<file path="config.mk">
export PLATFORM = sky130hd
export DESIGN_NAME = mpc_sequencer
export DESIGN_NICKNAME = d
export VERILOG_FILES = /design/src/rtl/mpc_seq_pkg.sv /design/src/rtl/mseq_flag_reg.sv /design/src/rtl/mseq_addr_merge.sv /design/src/rtl/mseq_pc_reg.sv /design/src/rtl/mpc_sequencer.sv
export SDC_FILE = /design/constraint.sdc
export NUM_CORES = 1
export LEC_CHECK = 0
export ABC_AREA = 0
export BUFFER_PORTS_ARGS = -buffer_cell sky130_fd_sc_hd__buf_2
export CORE_UTILIZATION = 28
export DETAILED_ROUTE_END_ITERATION = 7
export PLACE_DENSITY = 0.77
export SLEW_MARGIN = 30
export SYNTH_ARGS = -nofsm -noshare
export SYNTH_HDL_FRONTEND = slang
export SYNTH_SLANG_ARGS = --single-unit
</file>
<file path="constraint.sdc">
create_clock -name clk -period 1.2 [get_ports clk]
set_input_delay 0.06 -clock clk [delete_from_list [all_inputs] [get_ports clk]]
set_output_delay 0.06 -clock clk [all_outputs]
set_load 0.02 [all_outputs]
</file>
<file path="src/rtl/mpc_seq_pkg.sv">
package mpc_seq_pkg;

  // Jump control group taken from one control word
  typedef struct packed {
    logic dispatch;  // OR opcode byte into low address bits
    logic on_neg;    // OR negative flag into top bit
    logic on_zero;   // OR zero flag into top bit
  } jump_ctl_t;

endpackage

</file>
<file path="src/rtl/mseq_flag_reg.sv">
module mseq_flag_reg #(
  parameter int DATA_W = 32
) (
  input  logic              clk,
  input  logic              rst,
  input  logic [DATA_W-1:0] result,
  output logic              neg_q,
  output logic              zero_q
);

  localparam int SIGN_BIT = DATA_W - 1;

  logic neg_d;
  logic zero_d;

  always_comb begin
    neg_d  = result[SIGN_BIT];
    zero_d = (result == '0);
  end

  always_ff @(posedge clk) begin
    if (rst) begin
      neg_q  <= 1'b0;
      zero_q <= 1'b0;
    end else begin
      neg_q  <= neg_d;
      zero_q <= zero_d;
    end
  end

endmodule

</file>
<file path="src/rtl/mseq_addr_merge.sv">
module mseq_addr_merge
  import mpc_seq_pkg::*;
#(
  parameter int ADDR_W = 9,
  parameter int MBR_W  = 8
) (
  input  logic [ADDR_W-1:0] base,
  input  jump_ctl_t         ctl,
  input  logic [MBR_W-1:0]  opcode,
  input  logic              neg,
  input  logic              zero,
  output logic [ADDR_W-1:0] merged
);

  localparam int LOW_W = ADDR_W - 1;
  localparam int TOP   = ADDR_W - 1;

  logic [LOW_W-1:0] opcode_ext;

  // The opcode byte fills the low field, zero-extended when narrower
  generate
    if (MBR_W == LOW_W) begin : g_exact
      assign opcode_ext = opcode;
    end else begin : g_extend
      assign opcode_ext = {{(LOW_W - MBR_W){1'b0}}, opcode};
    end
  endgenerate

  logic top_cond;

  always_comb begin
    top_cond            = (ctl.on_neg & neg) | (ctl.on_zero & zero);
    merged[LOW_W-1:0]   = base[LOW_W-1:0] | (ctl.dispatch ? opcode_ext : '0);
    merged[TOP]         = base[TOP] | top_cond;
  end

endmodule

</file>
<file path="src/rtl/mseq_pc_reg.sv">
module mseq_pc_reg #(
  parameter int ADDR_W = 9
) (
  input  logic              clk,
  input  logic              rst,
  input  logic [ADDR_W-1:0] d,
  output logic [ADDR_W-1:0] q
);

  always_ff @(posedge clk) begin
    if (rst) q <= '0;
    else     q <= d;
  end

endmodule

</file>
<file path="src/rtl/mpc_sequencer.sv">
module mpc_sequencer
  import mpc_seq_pkg::*;
#(
  parameter int ADDR_W = 9,
  parameter int MBR_W  = 8,
  parameter int DATA_W = 32
) (
  input  logic              clk,
  input  logic              rst,
  input  logic [ADDR_W-1:0] base_addr,
  input  logic              jmp_dispatch,
  input  logic              jmp_neg,
  input  logic              jmp_zero,
  input  logic [MBR_W-1:0]  opcode_byte,
  input  logic [DATA_W-1:0] alu_result,
  output logic [ADDR_W-1:0] mpc,
  output logic              flag_n,
  output logic              flag_z
);

  jump_ctl_t         ctl;
  logic [ADDR_W-1:0] next_pc;

  assign ctl = '{dispatch: jmp_dispatch, on_neg: jmp_neg, on_zero: jmp_zero};

  mseq_flag_reg #(.DATA_W(DATA_W)) u_flags (
    .clk    (clk),
    .rst    (rst),
    .result (alu_result),
    .neg_q  (flag_n),
    .zero_q (flag_z)
  );

  mseq_addr_merge #(.ADDR_W(ADDR_W), .MBR_W(MBR_W)) u_merge (
    .base   (base_addr),
    .ctl    (ctl),
    .opcode (opcode_byte),
    .neg    (flag_n),
    .zero   (flag_z),
    .merged (next_pc)
  );

  mseq_pc_reg #(.ADDR_W(ADDR_W)) u_pc (
    .clk (clk),
    .rst (rst),
    .d   (next_pc),
    .q   (mpc)
  );

endmodule

</file>
Word level (Yosys, flattened, before mapping)
Cells that the tools add are included.

storage, ports and cells
  register bits = 11
  latch bits = 0
  bits in writable memories = 0
  ROM bits = 0
  output and inout bits = 11
  word-level logic and storage cells = 10
  memories = 0

cells by class
  add/sub/neg operators = 0
  multipliers = 0
  div/mod/pow operators = 0
  $lt $le $gt $ge = 0
  eq/ne operators = 0
  shifts and indexed selects = 0
  muxes and demuxes = 1
  bitwise operators = 5
  reduce and logical (&&, ||, !) cells = 1

operators by type and width
  cell               number
  32-bit zero test   1
  8-bit two-way mux  1
  8-bit bitwise OR   1
  1-bit bitwise AND  2
  1-bit bitwise OR   2

Longest topological paths before layout
  depth in word-level cells = 3
  gate-level depth with buffers = 3
  depth with buffers taken out = 3

Modules after synthesis
Synthesis repeated with hierarchy kept, for this count alone.

second synthesis, totals
  cell total of the unflattened synthesis = 43
  area, all modules = 440.4 µm²

modules (own cells, without submodules)
  module           times used  cells each  area an instance (µm²)
  mseq_pc_reg      1           18          236.5
  mseq_flag_reg    1           15          128.9
  mseq_addr_merge  1           10          75.1

Worst setup path before layout
OpenSTA, ideal clock, no wires.

  path kind = register to register
  start = register u_flags.neg_q
  end = register u_pc.q[8]
  arrival time = 670 ps
  setup slack = 403 ps
  cell stages (with the launch flop) = 3
  cell sequence = dfxtp_1 a221oi_1 nor2_1

between the ends
  word-level cells in the longest chain between the ends = 3

RTL lines
  item                    RTL line               source
  from (decl)             mseq_flag_reg.sv:7     output logic neg_q,
  from (signal assigned)  mseq_flag_reg.sv:26    neg_q <= neg_d;
  1-bit bitwise AND       mseq_addr_merge.sv:32  top_cond = (ctl.on_neg & neg) | (ctl.on_zero & zero);
  1-bit bitwise OR        mseq_addr_merge.sv:32
  1-bit bitwise OR        mseq_addr_merge.sv:34  merged[TOP] = base[TOP] | top_cond;
  to (signal assigned)    mseq_pc_reg.sv:11      if (rst) q <= '0;
  to (signal assigned)    mseq_pc_reg.sv:12      else q <= d;
  to (decl)               mseq_pc_reg.sv:7       output logic [ADDR_W-1:0] q

No other way between the ends.
A chain may end at the register's enable or synchronous reset.

Final worst setup path
  start = register u_flags.neg_q
  end = output port flag_n

RTL lines
  item       RTL line             source
  to (decl)  mpc_sequencer.sv:17  output logic flag_n,

No word-level cell between the ends.

==> out/summary.log <==
INFO  timing         clock-skew-final=1.31ps
INFO  final_layout   share_of_final_layout_standard_cells_stronger_than_drive_strength_1=59.6%
INFO  job            cap_viol_max_count=0
INFO  timing         timing.setup.tns=0ps
INFO  power          vdd_drop_max=0.685mV
INFO  route          drt_first_pass_iters=4
INFO  synth          post-synth-top-area-fraction=56.1%
INFO  route          detail_route.vias_per_cell=4.67
INFO  synth          synthMuxAreaShare=0%
INFO  cts            max-clock-path-buffers=2
INFO  cts            cts_buffer_count=3
INFO  synth          netlist_area=393um^2
INFO  final_layout   postLayoutCellArea=791um^2
INFO  grt            grt_antenna_before_repair=0
INFO  final_layout   finish.utilization=60.8%
INFO  timing         timing.max_slew.rel_slack=77.3%
INFO  floorplan      floorplan.die.height=39.5um
INFO  synth          yosys-top-cells-area=dfxtp_1 56%, nor4_1 11%, a21oi_1 10%
INFO  cts            clk_latency=260ps
INFO  placed_design  post-dp-hpwl=1.12mm
INFO  cts            clock_transition_at_the_register_clock_pins_on_the_worst_setup_and_hold_paths_after_cts=70ps
INFO  synth          yosys.cell_types.count=10
INFO  floorplan      initial_utilization=30.2%
INFO  final_layout   layout.cells.most_common_list=64 x buf_2, 11 x dfxtp_1, 10 x nor2_1, 8 x a21oi_1, 7 x nor4_1
INFO  synth          synth-compound-area-share=12.4%
INFO  critical_path  cp_cell_sequence=buf_2
INFO  critical_path  critical_path_class=reg2out
INFO  synth          synthesis_warning_total=0
INFO  status         outcome=completed
INFO  timing         timing.final.ws_setup=368ps
INFO  synth          syn_nets=98
INFO  grt            grt.overflow.total=0
INFO  route          drt_wl_total=1.41mm
INFO  timing         fmaxAchievable=1200MHz
INFO  synth          synth.yosys.seq_area_share=56.1%
INFO  timing         setup-violations-final=0
INFO  route          drt-initial-drc-count=7
INFO  cts            clock_sink_count=11
INFO  synth          synth-simple-area-share=29.6%
INFO  critical_path  worst-path-max-fanout=2
INFO  timing         fin_worst_hold_slack=6.48ps
INFO  floorplan      fp-row-count=13
INFO  floorplan      io-pin-count=65
INFO  synth          leading_area_contributor_after_synthesis=dfxtp_1
INFO  floorplan      die_area=1560um^2
INFO  placed_design  place_worst_setup_slack=273ps
INFO  critical_path  arrival=770ps
INFO  final_layout   flow.area_growth_from_synthesis=101%
INFO  timing         layout_min_cycle_time=832ps
INFO  critical_path  cpLargestDelayFamily=flip-flops
INFO  synth          synth_seq_cells=11
INFO  critical_path  worst_ep_required_time=1140ps
INFO  timing         timing.final.hold_violations=0
INFO  timing         setup_repair_after_global_routing_missed_its_margin=no
INFO  final_layout   final_common_cell=buf_2
INFO  synth          synth_top_family_by_area=simple AND/OR/NAND/NOR gates
INFO  cts            post-cts-setup-buffer-count=0
INFO  floorplan      core-area=1300um^2
INFO  route          drt_drc_violations_left=0
INFO  placed_design  routabilityCongestion=0.750
INFO  grt            grt_max_degree=12
INFO  route          route.detailed.wl_per_inst=10.9um
INFO  critical_path  setup.worst_path.end_class=output pin
INFO  placed_design  io_buffers=64
INFO  grt            grt_pass1_wl=1.90mm
INFO  route          vias=602
INFO  cts            cts_max_level=1
INFO  route          number_of_nets_still_failing_antenna_checks_after_routing=0
INFO  final_layout   layoutNonFillerInstCount=129
INFO  critical_path  timing.critical_path.slowest_stage_cell=dfxtp_1
INFO  power          power-per-cell-area=1030nW/um^2
INFO  power          design_power_total=0.816mW
INFO  grt            first_global_vias=523
INFO  critical_path  worst-path-buf-inv=1
INFO  timing         worst_slew_pin_slew=338ps
INFO  cts            cts_root_buffer=clkbuf_4
INFO  final_layout   antenna_cells=0
INFO  power          total_leakage_power=0.425nW
INFO  critical_path  critical_path.max_stage_delay=340ps
INFO  synth          syn_inst=44
INFO  hold_path      hold_path_class=in2reg
INFO  timing         slew_violations=0
INFO  grt            track_usage=19.3%
INFO  synth          avgSynthCellArea=8.93um^2
INFO  synth          adder_and_majority_cell_fraction_of_the_synthesized_area=0%
INFO  timing         post-route-period-util=69.3%
INFO  cts            cts_tree=built
INFO  synth          yosys.area_share.xor_xnor=0%
INFO  floorplan      chipWidth=39.5um
INFO  final_layout   final_net_count=169
INFO  placed_design  placed_cell_area=724um^2
INFO  placed_design  dpl.cell_count=121
INFO  critical_path  setup.worst_path.start_class=register
cells by family after synthesis:
group	Yosys count
DFF	11
and+or+nand+nor	22
buffers and inverters	2
AOI/OAI and AO/OA	9
Yosys cell counts (all sizes together):
master	n
nor4	7
a221oi	1
nor2b	1
a21oi	8
nor2	10
dfxtp	11
nand4	2
clkbuf	2
or3	1
nor3	1
sequential cells by signal, summed over array words and instances, names as in the netlist:
register and count:
u_pc.q 9, u_flags.neg_q 1, u_flags.zero_q 1
layout make-up:
cell class / instances / area, um^2
Clock buffer: 4 / 26.3
Fill cell: 124 / 510
Multi-Input combinational cell: 31 / 165
Sequential cell: 11 / 220
Tap cell: 15 / 18.8
Timing Repair Buffer: 68 / 360
per-layer routing:
metal	GRT usage [%]	share of wire [%]
met5	0	0
met4	7.76	0.64
met3	10.2	10
met2	38.1	57
met1	14.9	32
power breakdown:
group          switching, mW  total (mW)  internal [mW]
sequential           0.00496       0.392          0.387
clock                  0.117       0.246          0.129
combinational         0.0817       0.179         0.0972
path summary, 6_finish.rpt:
path,from,to,slack [ps],cells after the start
setup / recovery,u_flags.neg_q,flag_n,370,1
hold / removal,base_addr[3],u_pc.q[3],6,3
setup reg to reg,u_flags.neg_q,u_pc.q[8],440,2
hold reg to reg,u_flags.zero_q,u_pc.q[8],510,2
repair_timing:
| item | CTS | global route |
|---|---|---|
| hold buffers | 4 | 0 |
| resized for setup | 0 | 0 |
| endpoints found under the setup margin | 0 | 0 |
| endpoints found under the hold margin | 4 | 0 |
Note: power is estimated with default switching activity, not from simulation.
